File: src/rtl/flash_cmd_pkg.sv
package flash_cmd_pkg;

  localparam logic [7:0] CMD_SETUP      = 8'h40;
  localparam logic [7:0] CMD_SETUP_ALT  = 8'h10;
  localparam logic [7:0] CMD_CLR_STATUS = 8'h50;
  localparam logic [7:0] CMD_READ_ARRAY = 8'hFF;

  typedef enum logic [1:0] {
    ST_IDLE,
    ST_ARMED,
    ST_BUSY
  } ctrlState_t;

  typedef struct packed {
    logic capture;
    logic commit;
    logic setVppErr;
    logic setLockErr;
    logic clrErr;
    logic busy;
    logic showStatus;
  } ctrlStrobe_t;

endpackage

File: src/rtl/flash_prog_ctrl.sv
module flash_prog_ctrl
  import flash_cmd_pkg::*;
#(
  parameter int BUSY_CYC = 8
) (
  input  logic        clk,
  input  logic        rstN,
  input  logic        wrEn,
  input  logic [7:0]  cmdByte,
  input  logic        vppOk,
  input  logic        lockHit,
  input  logic        wpHigh,
  output ctrlStrobe_t strobe
);

  localparam int CW = (BUSY_CYC < 2) ? 1 : $clog2(BUSY_CYC);

  ctrlState_t    state;
  logic [CW-1:0] cnt;
  logic          showStatus;
  logic          acceptWr;

  assign acceptWr = wrEn && (state != ST_BUSY);

  always_comb begin
    strobe = '0;
    strobe.busy = (state == ST_BUSY);
    strobe.showStatus = showStatus;
    if (acceptWr && state == ST_ARMED) begin
      if (!vppOk)                  strobe.setVppErr  = 1'b1;
      else if (lockHit && !wpHigh) strobe.setLockErr = 1'b1;
      else                         strobe.capture    = 1'b1;
    end
    if (acceptWr && state == ST_IDLE && cmdByte == CMD_CLR_STATUS)
      strobe.clrErr = 1'b1;
    if (state == ST_BUSY && cnt == '0)
      strobe.commit = 1'b1;
  end

  always_ff @(posedge clk) begin
    if (!rstN) begin
      state      <= ST_IDLE;
      cnt        <= '0;
      showStatus <= 1'b0;
    end else begin
      case (state)
        ST_IDLE: begin
          if (wrEn) begin
            if (cmdByte == CMD_SETUP || cmdByte == CMD_SETUP_ALT) begin
              state      <= ST_ARMED;
              showStatus <= 1'b1;
            end else if (cmdByte == CMD_READ_ARRAY) begin
              showStatus <= 1'b0;
            end
          end
        end
        ST_ARMED: begin
          if (wrEn) begin
            showStatus <= 1'b1;
            if (strobe.capture) begin
              state <= ST_BUSY;
              cnt   <= CW'(BUSY_CYC - 1);
            end else begin
              state <= ST_IDLE;
            end
          end
        end
        ST_BUSY: begin
          if (cnt == '0) state <= ST_IDLE;
          else           cnt   <= cnt - CW'(1);
        end
        default: state <= ST_IDLE;
      endcase
    end
  end

  // the busy counter steps down by one each cycle
  a_r3_count_down: assert property (@(posedge clk) disable iff (!rstN)
    (state == ST_BUSY && cnt != '0) |=> (state == ST_BUSY && cnt == $past(cnt) - CW'(1)));

  // the last busy cycle hands back to idle
  a_r3_release: assert property (@(posedge clk) disable iff (!rstN)
    (state == ST_BUSY && cnt == '0) |=> (state == ST_IDLE));

  // a write while busy leaves the read mode alone
  a_r8_busy_ignores_wr: assert property (@(posedge clk) disable iff (!rstN)
    (state == ST_BUSY && wrEn) |=> $stable(showStatus));

  // either setup code arms the sequence and selects status reads
  a_r2_arm: assert property (@(posedge clk) disable iff (!rstN)
    (state == ST_IDLE && wrEn && (cmdByte == CMD_SETUP || cmdByte == CMD_SETUP_ALT))
    |=> (state == ST_ARMED && showStatus));

  // the read-array command leaves status mode
  a_r10_array_mode: assert property (@(posedge clk) disable iff (!rstN)
    (state == ST_IDLE && wrEn && cmdByte == CMD_READ_ARRAY) |=> !showStatus);

  // the outcomes of a data write are mutually exclusive
  a_r6_one_outcome: assert property (@(posedge clk) disable iff (!rstN)
    $onehot0({strobe.capture, strobe.setVppErr, strobe.setLockErr}));

endmodule

File: src/rtl/flash_prog_dp.sv
module flash_prog_dp
  import flash_cmd_pkg::*;
#(
  parameter int AW = 6,
  parameter int DW = 16
) (
  input  logic          clk,
  input  logic          rstN,
  input  ctrlStrobe_t   strobe,
  input  logic [AW-1:0] addr,
  input  logic [DW-1:0] wrData,
  input  logic          rdEn,
  output logic [DW-1:0] rdData
);

  localparam int DEPTH = 1 << AW;

  logic [DW-1:0] mem [DEPTH];
  logic [AW-1:0] capAddr;
  logic [DW-1:0] capData;
  logic          errLock, errVpp, errProg;
  logic [DW-1:0] oldWord;
  logic          verifyFail;
  logic [7:0]    statusByte;

  assign oldWord    = mem[capAddr];
  assign verifyFail = |(capData & ~oldWord);

  always_ff @(posedge clk) begin
    if (!rstN) begin
      for (int i = 0; i < DEPTH; i++) mem[i] <= '1;
      capAddr <= '0;
      capData <= '0;
      errLock <= 1'b0;
      errVpp  <= 1'b0;
      errProg <= 1'b0;
    end else begin
      if (strobe.capture) begin
        capAddr <= addr;
        capData <= wrData;
      end
      if (strobe.commit) begin
        mem[capAddr] <= oldWord & capData;
        if (verifyFail) errProg <= 1'b1;
      end
      if (strobe.setVppErr) begin
        errVpp  <= 1'b1;
        errProg <= 1'b1;
      end
      if (strobe.setLockErr) begin
        errLock <= 1'b1;
        errProg <= 1'b1;
      end
      if (strobe.clrErr) begin
        errLock <= 1'b0;
        errVpp  <= 1'b0;
        errProg <= 1'b0;
      end
    end
  end

  assign statusByte = {!strobe.busy, 2'b00, errProg, errVpp, 1'b0, errLock, 1'b0};

  always_comb begin
    if (!rdEn)                  rdData = '0;
    else if (strobe.showStatus) rdData = DW'(statusByte);
    else                        rdData = mem[addr];
  end

  // the committed word holds only bits set in both old and new
  a_r4_and_merge: assert property (@(posedge clk) disable iff (!rstN)
    strobe.commit |=> ((mem[$past(capAddr)] & ~$past(capData)) == '0));

  // a requested 1 over a stored 0 raises the program error
  a_r5_verify: assert property (@(posedge clk) disable iff (!rstN)
    (strobe.commit && verifyFail) |=> errProg);

  // low program voltage raises bits 3 and 4
  a_r6_vpp_err: assert property (@(posedge clk) disable iff (!rstN)
    strobe.setVppErr |=> (errVpp && errProg));

  // a protected block raises bits 1 and 4
  a_r7_lock_err: assert property (@(posedge clk) disable iff (!rstN)
    strobe.setLockErr |=> (errLock && errProg));

  // clear-status empties every error flag
  a_r9_clear: assert property (@(posedge clk) disable iff (!rstN)
    strobe.clrErr |=> (!errLock && !errVpp && !errProg));

endmodule

File: src/rtl/flash_prog_cmd.sv
module flash_prog_cmd
  import flash_cmd_pkg::*;
#(
  parameter int AW       = 6,
  parameter int DW       = 16,
  parameter int BLK_BITS = 2,
  parameter int BUSY_CYC = 8
) (
  input  logic                     clk,
  input  logic                     rstN,
  input  logic                     wrEn,
  input  logic                     rdEn,
  input  logic [AW-1:0]            addr,
  input  logic [DW-1:0]            wrData,
  output logic [DW-1:0]            rdData,
  input  logic                     vppOk,
  input  logic                     wpHigh,
  input  logic [(1<<BLK_BITS)-1:0] lockBits,
  output logic                     stsBusy
);

  ctrlStrobe_t strobe;
  logic        lockHit;

  assign lockHit = lockBits[addr[AW-1 -: BLK_BITS]];
  assign stsBusy = strobe.busy;

  flash_prog_ctrl #(.BUSY_CYC(BUSY_CYC)) i_ctrl (
    .clk     (clk),
    .rstN    (rstN),
    .wrEn    (wrEn),
    .cmdByte (wrData[7:0]),
    .vppOk   (vppOk),
    .lockHit (lockHit),
    .wpHigh  (wpHigh),
    .strobe  (strobe)
  );

  flash_prog_dp #(.AW(AW), .DW(DW)) i_dp (
    .clk    (clk),
    .rstN   (rstN),
    .strobe (strobe),
    .addr   (addr),
    .wrData (wrData),
    .rdEn   (rdEn),
    .rdData (rdData)
  );

endmodule

File: config.mk
export PLATFORM = sky130hd
export DESIGN_NAME = flash_prog_cmd
export DESIGN_NICKNAME = d
export VERILOG_FILES = /design/src/rtl/flash_cmd_pkg.sv /design/src/rtl/flash_prog_ctrl.sv /design/src/rtl/flash_prog_dp.sv /design/src/rtl/flash_prog_cmd.sv
export SDC_FILE = /design/constraint.sdc
export NUM_CORES = 2
export LEC_CHECK = 0
export BUFFER_PORTS_ARGS = -buffer_cell sky130_fd_sc_hd__buf_4
export CORE_MARGIN = 5
export CORE_UTILIZATION = 62
export DETAILED_ROUTE_END_ITERATION = 6
export MAX_ROUTING_LAYER = met4
export PLACE_DENSITY = 0.81
export SLEW_MARGIN = 15
export SYNTH_ARGS = -nofsm -noshare
export SYNTH_HDL_FRONTEND = slang
export SYNTH_HIERARCHICAL = 1
export SYNTH_SLANG_ARGS = --single-unit
File: constraint.sdc
create_clock -name clk -period 4.9 [get_ports clk]
set_clock_uncertainty 0.2 [all_clocks]
set_input_delay 0.98 -clock clk [delete_from_list [all_inputs] [get_ports clk]]
set_output_delay 0.98 -clock clk [all_outputs]
set_load 0.01 [all_outputs]
==> flow_metrics.py <==
metrics = {
    "worst_setup_path": {
        "crit_type": "flop to flop",
        "worstPathBufferInverterCount": 1,
        "r2r-end": "i_dp/mem[19][14]$_SDFFCE_PN1P_",
        "crit_path_end_kind": "flop",
        "cpPeakStageDelay_ps": 1240,
        "cp_data_arrival_time_ps": 5280,
        "cp_max_fo": 48,
        "crit_required_ps": 5240,
        "cp_top_family": "compound AO/OA/AOI/OAI gates",
        "worstPathCellList": "mux4_2 > mux2i_1 > a221oi_2 > o21ai_0 > a31oi_1 > nand2_2 > buf_12 > nand2_1",
        "reg2regPathDepth": 8,
        "reg2reg_slack_ps": -40,
        "crit_path_top_delay_cell": "a221oi_2",
        "worst_setup_path_start_kind": "flop",
    },
    "detailed_routing": {
        "drtIter0Drc": 8149,
        "routed-via-count": 38820,
        "drt-total-wl_mm": 194,
        "ant_nets": 0,
        "drc": 20,
        "vias_per_cell": 7.68,
        "dr.pass1.iters": 7,
        "wire_per_inst_um": 38.3,
    },
    "power_and_ir_drop": {
        "ir_drop_v": 0.000280,
        "power_density_mw_per_mm2": 315,
        "leakage_nw": 15.5,
        "fin_total_pwr_mw": 19.2,
    },
    "hold_path": {
        "hold_depth": 2,
        "hp-start": "i_dp/errLock$_SDFFE_PP0P_",
        "worstHoldEndpoint": "i_dp/errLock$_SDFFE_PP0P_",
        "hold_class": "flop to flop",
    },
    "place": {
        "hpwl_mm": 125,
        "placed_cells": 4843,
        "port_buffers": 48,
        "gp_routability_congestion": 1.04,
    },
    "clocking": {
        "ctsHtreeMaxLevel": 3,
        "cts_buffers": 105,
        "cts_setup_buffers": 0,
        "clockBufferDepth": 3,
        "cts_tree": "yes",
        "hold_buffers": 0,
        "root_buffer": "clkbuf_16",
        "cts_resized": 0,
        "cts_num_sinks": 1061,
        "path_clk_slew_ps": 70,
        "clk_latency_ps": 710,
    },
    "logic_synthesis": {
        "synth_cells": 3737,
        "synth_cell_type_count": 71,
        "ys_ff_latch": 1061,
        "yosysSeqAreaShare_pct": 58.0,
        "synth_top_area_share_pct": 56.6,
        "synth-warning-count": 6,
        "yosys-top-cells-area": "edfxtp_1 57%, mux4_2 24%, nand2_1 7.7%, mux2i_1 1.4%, dfxtp_1 1.4%",
        "syn_area_mm2": 0.0543,
        "synth_edf_count": 1024,
        "syn-num-nets": 3771,
        "synth_top_cell_by_area": "edfxtp_1",
        "synth_ff_type": "edfxtp_1",
        "syn_avg_cell_area_um2": 14.5,
        "async_flop_share_pct": 0,
    },
    "timing": {
        "drv_slew": 0,
        "tightestPinTransition_ps": 1490,
        "fin_hold_ws_ps": 275,
        "period_needed_ps": 4940,
        "maxSlewHeadroom_pct": 0.533,
        "rsz0062_at_grt": "false",
        "fin_ws_ps": -43.4,
        "fin_crit_sh_pct": 101,
        "hold_viol": 0,
        "max_freq_mhz": 202,
        "setup_violations": 16,
    },
    "outcome": {
        "status": "complete, but fails checks",
        "failed_checks": "DRC, setup timing",
    },
    "cells_and_area": {
        "final_common_cell": "nand2_1",
        "mostFrequentLayoutCells": "1105 x nand2_1, 1024 x edfxtp_1, 576 x mux4_2",
        "area_growth_pct": 11.8,
        "drive_gt1_share_pct": 29.5,
        "ff_latch_area_mm2": 0.0315,
        "finalNonFillerCells": 5057,
        "multi_input_area_mm2": 0.0213,
        "nFillCells": 5314,
        "layout.nets": 3830,
    },
    "die": {
        "initial_utilization_pct": 62.5,
        "rows": 108,
        "die_x_um": 306,
        "pin_count": 49,
        "coreArea_mm2": 0.0869,
        "die_area_mm2": 0.0936,
        "die_h_um": 306,
    },
    "global_routing": {
        "grt_pass1_wl_mm": 275,
        "grt_pass1_vias": 38569,
        "overflow": 0,
        "grt_max_degree": 68,
        "antenna_found_initial": 19,
        "grt_use_total_pct": 42.5,
    },
    "flow_run": {
        "cap_violations": 0,
    },
}
-- kinds of logic (layout without fill, tap and decap cells) --
| logic type | after synthesis | count (layout) | synth area share [%] |
|---|---|---|---|
| buffers and inverters | 389 | 536 | 3.23 |
| XOR/XNOR | 1 | 1 | 0.0161 |
| adder cells (fa/ha/maj) | 2 | 2 | 0.0461 |
| flip-flops | 1061 | 1061 | 58.0 |
| multiplexers | 654 | 654 | 25.3 |
| AO/OA/AOI/OAI | 238 | 238 | 2.94 |
| AND/OR/NAND/NOR | 1392 | 1392 | 10.5 |
| other | 0 | 18 | 0 |
-- state kept, by name, summed over array words and instances, names as in the netlist, named ones only --
name and cells:
i_dp/mem 1024, i_dp/capData 16, i_dp/capAddr 6, i_ctrl/cnt 3, i_ctrl/state 2, i_ctrl/showStatus 1, i_dp/errLock 1, i_dp/errProg 1
i_dp/errVpp 1
-- worst max path at each step --
stage,slack (ps),depth (start not counted),end
floorplan,210,8,rdData[10]
global placement,100,8,rdData[14]
detailed placement,90,8,rdData[10]
CTS,90,9,rdData[7]
global route,30,8,rdData[2]
finish,-40,8,i_dp/mem[19][14]$_SDFFCE_PN1P_
-- layout make-up --
| cell class | instances | area share (%) |
|---|---|---|
| tap | 1155 | 2.38 |
| antenna | 18 | 0.0741 |
| sequential | 1061 | 51.9 |
| multi-input combinational | 2287 | 35.1 |
| clock inverter | 71 | 1.07 |
| clock buffer | 124 | 4.53 |
| timing repair buffer | 323 | 4.89 |
| inverter | 18 | 0.111 |
-- worst reg2reg max path, cell delays in order (launching register included) --
cell	delay [ps]
dfxtp_4	680
mux4_2	340
mux2i_1	120
a221oi_2	1250
o21ai_0	670
a31oi_1	850
nand2_2	230
buf_12	230
nand2_1	240
-- routing by layer --
metal	up-vias	part of all wire, %	GRT usage [%]
met5	-	0	-
met4	0	9.2	27.5
met3	1142	20	19.1
met2	4520	42	58.8
met1	18640	28	51.0
li1	14518	-	-
-- cell usage after synthesis (all sizes together) (9+ instances only) --
| library cell | number |
|---|---|
| nand2 | 1116 |
| mux2i | 77 |
| o22ai | 18 |
| nor2b | 60 |
| nor2 | 92 |
| inv | 15 |
| dfxtp | 37 |
| a221oi | 12 |
| nand3 | 24 |
| buf | 202 |
| o21ai | 80 |
| a22oi | 29 |
| a2111oi | 9 |
| edfxtp | 1024 |
| nand2b | 19 |
| mux4 | 576 |
| nor3 | 25 |
| a21oi | 24 |
| nor4 | 9 |
| clkbuf | 169 |
-- stage by stage --
stage                     setup slack [ps]  util [%]  TNS (ps)  instance area, um^2
final                                -43.4      69.9      -348                60700
after global routing                  34.7      69.9         0                60700
after CTS                             88.7      69.8         0                60700
after detailed placement              90.0      65.9         0                57300
after global placement                 100      65.9         0                57300
after floorplan                        213         -         0                54300
-- power by group --
part,internal [mW],switching [mW]
combinational,0.352,0.631
clock,4.58,3.54
sequential,10.0,0.0558
total,14.9,4.22
No activity file was read; power rests on OpenSTA's default activity.
